**config.mk**
```make
export PLATFORM = sky130hd
export DESIGN_NAME = duplex_xfer_reg
export DESIGN_NICKNAME = d
export VERILOG_FILES = /design/src/rtl/xfer_pkg.sv /design/src/rtl/xfer_ctrl.sv /design/src/rtl/xfer_data.sv /design/src/rtl/duplex_xfer_reg.sv
export SDC_FILE = /design/constraint.sdc
export NUM_CORES = 1
export LEC_CHECK = 0
export BUFFER_PORTS_ARGS = -buffer_cell sky130_fd_sc_hd__buf_2
export CAP_MARGIN = 25
export CORE_MARGIN = 1
export CORE_UTILIZATION = 30
export CTS_CLUSTER_SIZE = 16
export DETAILED_ROUTE_END_ITERATION = 8
export HOLD_SLACK_MARGIN = 0.03
export PLACE_DENSITY = 0.65
export SLEW_MARGIN = 10
export SYNTH_ARGS = -nofsm -noshare
export SYNTH_HDL_FRONTEND = slang
export SYNTH_SLANG_ARGS = --single-unit
```
**constraint.sdc**
```tcl
create_clock -name clk -period 2 [get_ports clk]
set_clock_uncertainty 0.1 [all_clocks]
set_input_delay 0.2 -clock clk [delete_from_list [all_inputs] [get_ports clk]]
set_output_delay 0.2 -clock clk [all_outputs]
set_load 0.02 [all_outputs]
```
**src/rtl/xfer_pkg.sv**
```systemverilog
package xfer_pkg;

  // Strobes sent from the control slice to the datapath slice of one path
  typedef struct packed {
    logic load;      // write the input word into storage on this clock
    logic edgeLoad;  // the load is caused by a transfer-clock rising edge
    logic drive;     // the port outputs are enabled
  } xferStrobe_t;

  // Bit positions inside a path's synchronized control vector
  localparam int CTL_CLKEN_N = 0;
  localparam int CTL_XCLK    = 1;
  localparam int CTL_PASS    = 2;
  localparam int CTL_DRIVE_N = 3;
  localparam int CTL_COUNT   = 4;

  // Value after reset: outputs off, everything else low
  localparam logic [CTL_COUNT-1:0] CTL_RESET = 4'b1000;

endpackage

```
**src/rtl/xfer_ctrl.sv**
```systemverilog
module xfer_ctrl
  import xfer_pkg::*;
#(
  parameter int SYNC_STAGES = 2
) (
  input  logic        clk,
  input  logic        rst,
  input  logic        driveN,
  input  logic        passEn,
  input  logic        xferClk,
  input  logic        clkEnN,
  output xferStrobe_t stb
);

  localparam int LAST = SYNC_STAGES - 1;

  logic [CTL_COUNT-1:0] rawCtl;
  logic [SYNC_STAGES-1:0][CTL_COUNT-1:0] chain;
  logic [CTL_COUNT-1:0] syncCtl;
  logic prevClk;

  assign rawCtl[CTL_CLKEN_N] = clkEnN;
  assign rawCtl[CTL_XCLK]    = xferClk;
  assign rawCtl[CTL_PASS]    = passEn;
  assign rawCtl[CTL_DRIVE_N] = driveN;

  generate
    if (SYNC_STAGES > 1) begin : g_chain
      always_ff @(posedge clk) begin
        if (rst) chain <= {SYNC_STAGES{CTL_RESET}};
        else     chain <= {chain[SYNC_STAGES-2:0], rawCtl};
      end
    end else begin : g_single
      always_ff @(posedge clk) begin
        if (rst) chain <= CTL_RESET;
        else     chain <= rawCtl;
      end
    end
  endgenerate

  assign syncCtl = chain[LAST];

  // Edge history: the transfer clock level from the previous system clock
  always_ff @(posedge clk) begin
    if (rst) prevClk <= 1'b0;
    else     prevClk <= syncCtl[CTL_XCLK];
  end

  logic risingXfer;
  assign risingXfer = syncCtl[CTL_XCLK] & ~prevClk;

  always_comb begin
    stb.edgeLoad = risingXfer & ~syncCtl[CTL_CLKEN_N] & ~syncCtl[CTL_PASS];
    stb.load     = syncCtl[CTL_PASS] | stb.edgeLoad;
    stb.drive    = ~syncCtl[CTL_DRIVE_N];
  end

  // A rising edge cannot be seen on two clocks in a row
  AST_EDGE_SINGLE: assert property (@(posedge clk) disable iff (rst)
    stb.edgeLoad |=> !stb.edgeLoad);

  // With the clock enable off and the path not transparent, nothing loads
  AST_CLKEN_GATES: assert property (@(posedge clk) disable iff (rst)
    (syncCtl[CTL_CLKEN_N] && !syncCtl[CTL_PASS]) |-> !stb.load);

endmodule

```
**src/rtl/xfer_data.sv**
```systemverilog
module xfer_data
  import xfer_pkg::*;
#(
  parameter int WIDTH = 18
) (
  input  logic             clk,
  input  logic             rst,
  input  xferStrobe_t      stb,
  input  logic [WIDTH-1:0] dIn,
  output logic [WIDTH-1:0] dOut,
  output logic [WIDTH-1:0] outEn
);

  logic [WIDTH-1:0] store;

  always_ff @(posedge clk) begin
    if (rst)           store <= '0;
    else if (stb.load) store <= dIn;
  end

  assign dOut  = store;
  assign outEn = {WIDTH{stb.drive}};

  // A load strobe puts the input word into storage
  AST_LOAD_TAKES_INPUT: assert property (@(posedge clk) disable iff (rst)
    stb.load |=> (store == $past(dIn)));

  // Without a load strobe the stored word does not move
  AST_HOLD_IDLE: assert property (@(posedge clk) disable iff (rst)
    !stb.load |=> $stable(store));

  // The drive-enable vector is always all ones or all zeros
  AST_EN_UNIFORM: assert property (@(posedge clk) disable iff (rst)
    (outEn == '0) || (outEn == '1));

endmodule

```
**src/rtl/duplex_xfer_reg.sv**
```systemverilog
module duplex_xfer_reg
  import xfer_pkg::*;
#(
  parameter int WIDTH       = 18,
  parameter int SYNC_STAGES = 2
) (
  input  logic             clk,
  input  logic             rst,
  input  logic [WIDTH-1:0] aIn,
  input  logic [WIDTH-1:0] bIn,
  output logic [WIDTH-1:0] aOut,
  output logic [WIDTH-1:0] aOutEn,
  output logic [WIDTH-1:0] bOut,
  output logic [WIDTH-1:0] bOutEn,
  input  logic             abDriveN,
  input  logic             abPassEn,
  input  logic             abXferClk,
  input  logic             abClkEnN,
  input  logic             baDriveN,
  input  logic             baPassEn,
  input  logic             baXferClk,
  input  logic             baClkEnN
);

  localparam int PATHS = 2;  // lane 0: A to B, lane 1: B to A

  logic [PATHS-1:0][WIDTH-1:0] laneIn, laneOut, laneEn;
  logic [PATHS-1:0] laneDriveN, lanePass, laneClk, laneClkEnN;
  xferStrobe_t laneStb [PATHS];

  assign laneIn[0]     = aIn;
  assign laneIn[1]     = bIn;
  assign laneDriveN    = {baDriveN, abDriveN};
  assign lanePass      = {baPassEn, abPassEn};
  assign laneClk       = {baXferClk, abXferClk};
  assign laneClkEnN    = {baClkEnN, abClkEnN};

  assign bOut   = laneOut[0];
  assign bOutEn = laneEn[0];
  assign aOut   = laneOut[1];
  assign aOutEn = laneEn[1];

  generate
    for (genvar p = 0; p < PATHS; p++) begin : g_lane
      xfer_ctrl #(.SYNC_STAGES(SYNC_STAGES)) i_ctrl (
        .clk     (clk),
        .rst     (rst),
        .driveN  (laneDriveN[p]),
        .passEn  (lanePass[p]),
        .xferClk (laneClk[p]),
        .clkEnN  (laneClkEnN[p]),
        .stb     (laneStb[p])
      );

      xfer_data #(.WIDTH(WIDTH)) i_data (
        .clk   (clk),
        .rst   (rst),
        .stb   (laneStb[p]),
        .dIn   (laneIn[p]),
        .dOut  (laneOut[p]),
        .outEn (laneEn[p])
      );
    end
  endgenerate

endmodule

```
# Yosys cells after proc, flatten, opt, wreduce, memory -nomap -nowiden
# Index checks and enable logic that the tools add are counted.
[totals] in_bits=46 ramBits=0 regBits=54 word_cells=24 latch_bits=0 mem_count=0 out_inout_bits=72 rom_bits=0
[classes] n_mul=0 bitwise=16 eq_ne=0 n_addsub=0 reduce_logical=0 n_mux=0 n_shift=0 div_mod_pow=0 n_lt_le_gt_ge=0
[op_table] operator="1-bit inverter" count=8
[op_table] operator="1-bit bitwise AND" count=6
[op_table] operator="1-bit bitwise OR" count=2

# Longest topological paths before layout
[depth] ltp_word=5 ltp_mapped=5

# By module
# Synthesis repeated with hierarchy kept, for this count alone.
[unflattened] hier_cells=196 hier_area_um2=2104.5
[modules_own_cells] module="xfer_data" n_inst=2 cells_per_inst=76 area_each_um2=784.5
[modules_own_cells] module="xfer_ctrl" n_inst=2 cells_per_inst=22 area_each_um2=267.8

# Worst setup path after synthesis
# Ideal clock, no wire load.
[synth_path] path_type="reg-to-reg" startpoint="reg g_lane[1].i_ctrl.chain (netlist bit g_lane[1].i_ctrl.syncCtl[1])" endpoint="reg g_lane[1].i_data.store[10]" stages_incl_launch_ff=5 arrival_ns=1.025 path_slack_ns=0.803 required_time_ns=1.828 cell_sequence="dfxtp_1 -> nor3b_4 -> nor2_4 -> buf_8 -> mux2i_1"
[synth_via] elab_chain_cells=4
[synth_lines] item="start: declaration" line="xfer_ctrl.sv:18" text="logic [SYNC_STAGES-1:0][CTL_COUNT-1:0] chain;"
[synth_lines] item="start signal: assignment" line="xfer_ctrl.sv:30" text="if (rst) chain <= {SYNC_STAGES{CTL_RESET}};"
[synth_lines] item="start signal: assignment" line="xfer_ctrl.sv:31" text="else chain <= {chain[SYNC_STAGES-2:0], rawCtl};"
[synth_lines] item="1-bit bitwise AND" line="xfer_ctrl.sv:50" text="assign risingXfer = syncCtl[CTL_XCLK] & ~prevClk;"
[synth_lines] item="1-bit bitwise AND (2 in series)" line="xfer_ctrl.sv:53" text="stb.edgeLoad = risingXfer & ~syncCtl[CTL_CLKEN_N] & ~syncCtl[CTL_PASS];"
[synth_lines] item="1-bit bitwise OR" line="xfer_ctrl.sv:54" text="stb.load = syncCtl[CTL_PASS] | stb.edgeLoad;"
[synth_lines] item="end signal: assignment" line="xfer_data.sv:18" text="else if (stb.load) store <= dIn;"
[synth_lines] item="end: declaration" line="xfer_data.sv:14" text="logic [WIDTH-1:0] store;"
# Every way passes these cells.
# A chain may end at the register's enable or synchronous reset.

# Worst setup path after layout
[layout_path] startpoint="reg g_lane[0].i_ctrl.chain (netlist bit g_lane[0].i_ctrl.syncCtl[3])" endpoint="out bOutEn[17]"
[layout_via] elab_chain_cells=1
[layout_lines] item="start: declaration" line="xfer_ctrl.sv:18"
[layout_lines] item="start signal: assignment" line="xfer_ctrl.sv:30"
[layout_lines] item="start signal: assignment" line="xfer_ctrl.sv:31"
[layout_lines] item="1-bit inverter" line="xfer_ctrl.sv:55" text="stb.drive = ~syncCtl[CTL_DRIVE_N];"
[layout_lines] item="end: declaration" line="duplex_xfer_reg.sv:14" text="output logic [WIDTH-1:0] bOutEn,"
# Every way passes these cells.

==> results_dict.tcl <==
set metrics [dict create \
    clkLatencyLatePin_ps 300 \
    rsz0062_at_grt "no" \
    die-height_um 91.3 \
    antenna_cells 0 \
    clkTransAtPathRegs_ps 100 \
    gr-usage-met3_pct 3.27 \
    finalSetupTns_ps 0 \
    grt-ovfl-total 0 \
    max_cap_viol_count 0 \
    vias 1695 \
    leakagePower_nw 1.62 \
    worstSetupPathType "flip-flop to output port" \
    die-area_um2 8340 \
    core.rowCount 32 \
    wire_per_inst_um 9.68 \
    final_common_cell "buf_2" \
    fmax_ghz 0.710 \
    final_nets 374 \
    drc_errors 0 \
    start_util_pct 31.0 \
    synth.yosys.seq_area_share_pct 45.2 \
    crit_chain "inv_1 > buf_2" \
    clockBufferDepth 2 \
    ir_drop_uv 294 \
    cts.sinks 54 \
    dp_hpwl_mm 2.96 \
    postCtsSetupBuffers 0 \
    tightest_slew_ps 528 \
    coreArea_um2 7730 \
    whs_ps 40.0 \
    cp_slowest_cell "dfxtp_1" \
    fin_crit_sh_pct 70.4 \
    numPortBuffers 117 \
    status "completed" \
    grt_antenna_before_repair 0 \
    yosysWarningCount 0 \
    end_kind "output port" \
    grt_pass1_wl_mm 6.71 \
    chipWidth_um 91.3 \
    use_met1_pct 12.6 \
    cts_max_level 2 \
    period_minus_slack_ps 1410 \
    async_reset_ff_share_pct 0 \
    io_pins 118 \
    setup_slack_ps 592 \
    syn_area_per_cell_um2 10.2 \
    synth-edff-count 0 \
    grt_usage_pct 10.1 \
    area_growth_pct 27.2 \
    gr-usage-met2_pct 16.3 \
    final_antenna_net_count 0 \
    root_buffer "clkbuf_8" \
    crit_fanout 18 \
    place.gp.congestion 0.628 \
    wl_mm 4.17 \
    drt_iter0_markers 18 \
    synth_ff_type "dfxtp_1" \
    setup_viol 0 \
    post-place-ws_ps 625 \
    postSynthCellCount 235 \
    arrival_ps 1110 \
    startpoint_type "flip-flop" \
    finalHoldViolCount 0 \
    ys_ff_latch 54 \
    layout_common_cells "117 x buf_2, 72 x nand2b_1, 54 x dfxtp_1, 36 x mux2i_1, 15 x dlygate4sd3_1" \
    yosysUniqueCellTypes 15 \
    hp-class "input port to flip-flop" \
    drive_gt1_share_pct 41.0 \
    viasPerCell 3.93 \
    synth_area_um2 2390 \
    busiest_layer "met2" \
    syn_nets 281 \
    maxSlewViolCount 0 \
    critPathRequiredTime_ps 1700 \
    drtPass1Iterations 3 \
    slew_headroom_pct 64.8 \
    power.density_nw_per_um2 710 \
    grt_pass1_vias 1526 \
    grt_start_max_net_pins 49 \
    cts_tree "yes" \
    numCtsBuffers 5 \
    critPathMaxStageDelay_ps 310 \
]
## path summary, 6_finish.rpt
| path | from | end | slack [ps] | cells after the start |
|---|---|---|---|---|
| setup / recovery | g_lane[0].i_ctrl.syncCtl[3] | bOutEn[17] | 590 | 2 |
| setup reg to reg | g_lane[1].i_ctrl.syncCtl[1] | g_lane[1].i_data.dOut[8] | 710 | 4 |
| hold / removal | aIn[11] | g_lane[0].i_data.dOut[11] | 40 | 3 |
| hold reg to reg | g_lane[0].i_ctrl.chain[3] | g_lane[0].i_ctrl.syncCtl[3] | 320 | 1 |
## cell usage after synthesis, types with 2 or more instances
master | n | share of area [%]
nand2b_1 | 72 | 19
or2_2 | 4 | 1.0
inv_1 | 2 | 0.31
clkbuf_1 | 9 | 1.4
nor2b_1 | 14 | 3.7
mux2i_1 | 36 | 15
dfxtp_1 | 54 | 45
buf_4 | 37 | 12
## layout make-up
| class | count | area, um2 |
|---|---|---|
| sequential | 54 | 1080 |
| tap | 102 | 128 |
| clock buffer | 5 | 68.8 |
| clock inverter | 3 | 22.5 |
| timing repair buffer | 135 | 771 |
| fill | 793 | 4680 |
| inverter | 2 | 7.51 |
| multi-input combinational | 130 | 966 |
## state kept, by name, indices dropped and copies added (netlist names)
signal and cells:
g_lane.i_ctrl.chain 8, g_lane.i_ctrl.syncCtl 8, g_lane.i_ctrl.prevClk 2, g_lane.i_data.dOut 36
## power by group
part           switching [mW]  internal [mW]
clock network           0.367          0.254
registers              0.0240           1.13
logic                   0.203          0.179
total                   0.594           1.57
## metal layers
| layer | wire [um] | up-vias |
|---|---|---|
| li1 | - | 883 |
| met1 | 1960 | 756 |
| met2 | 1950 | 50 |
| met3 | 222 | 6 |
| met4 | 43 | 0 |
| met5 | 0 | - |
## worst max-delay path, delay by kind of cell, from the launching register on
family                 cells  cell delay [ps]
buffers and inverters      2              500
DFF                        1              310
## per-stage QoR
step	utilization [%]	std cells	power (mW)	area (um2)
floorplan	-	235	1.46	2390
CTS	39.1	429	2.21	3020
detailed placement	36.3	408	1.55	2800
finish	39.4	431	2.16	3040
global placement	36.3	408	1.54	2800
global route	39.4	431	2.29	3040
## logic make-up (layout without fill, tap and decap cells)
group / Yosys count / count (layout) / share of synthesized area [%]
AND/OR/NAND/NOR: 93 / 93 / 24.9
flip-flops: 54 / 54 / 45.2
buffers and inverters: 51 / 145 / 14.6
multiplexers: 36 / 36 / 15.1
AO/OA/AOI/OAI: 1 / 1 / 0.209
## repair_timing
action / 4_1_cts / 5_1_grt
gates resized for setup: 0 / 0
endpoints found under the hold margin: 13 / 2
hold buffers: 13 / 2
Power figures use the tool's default switching activity.
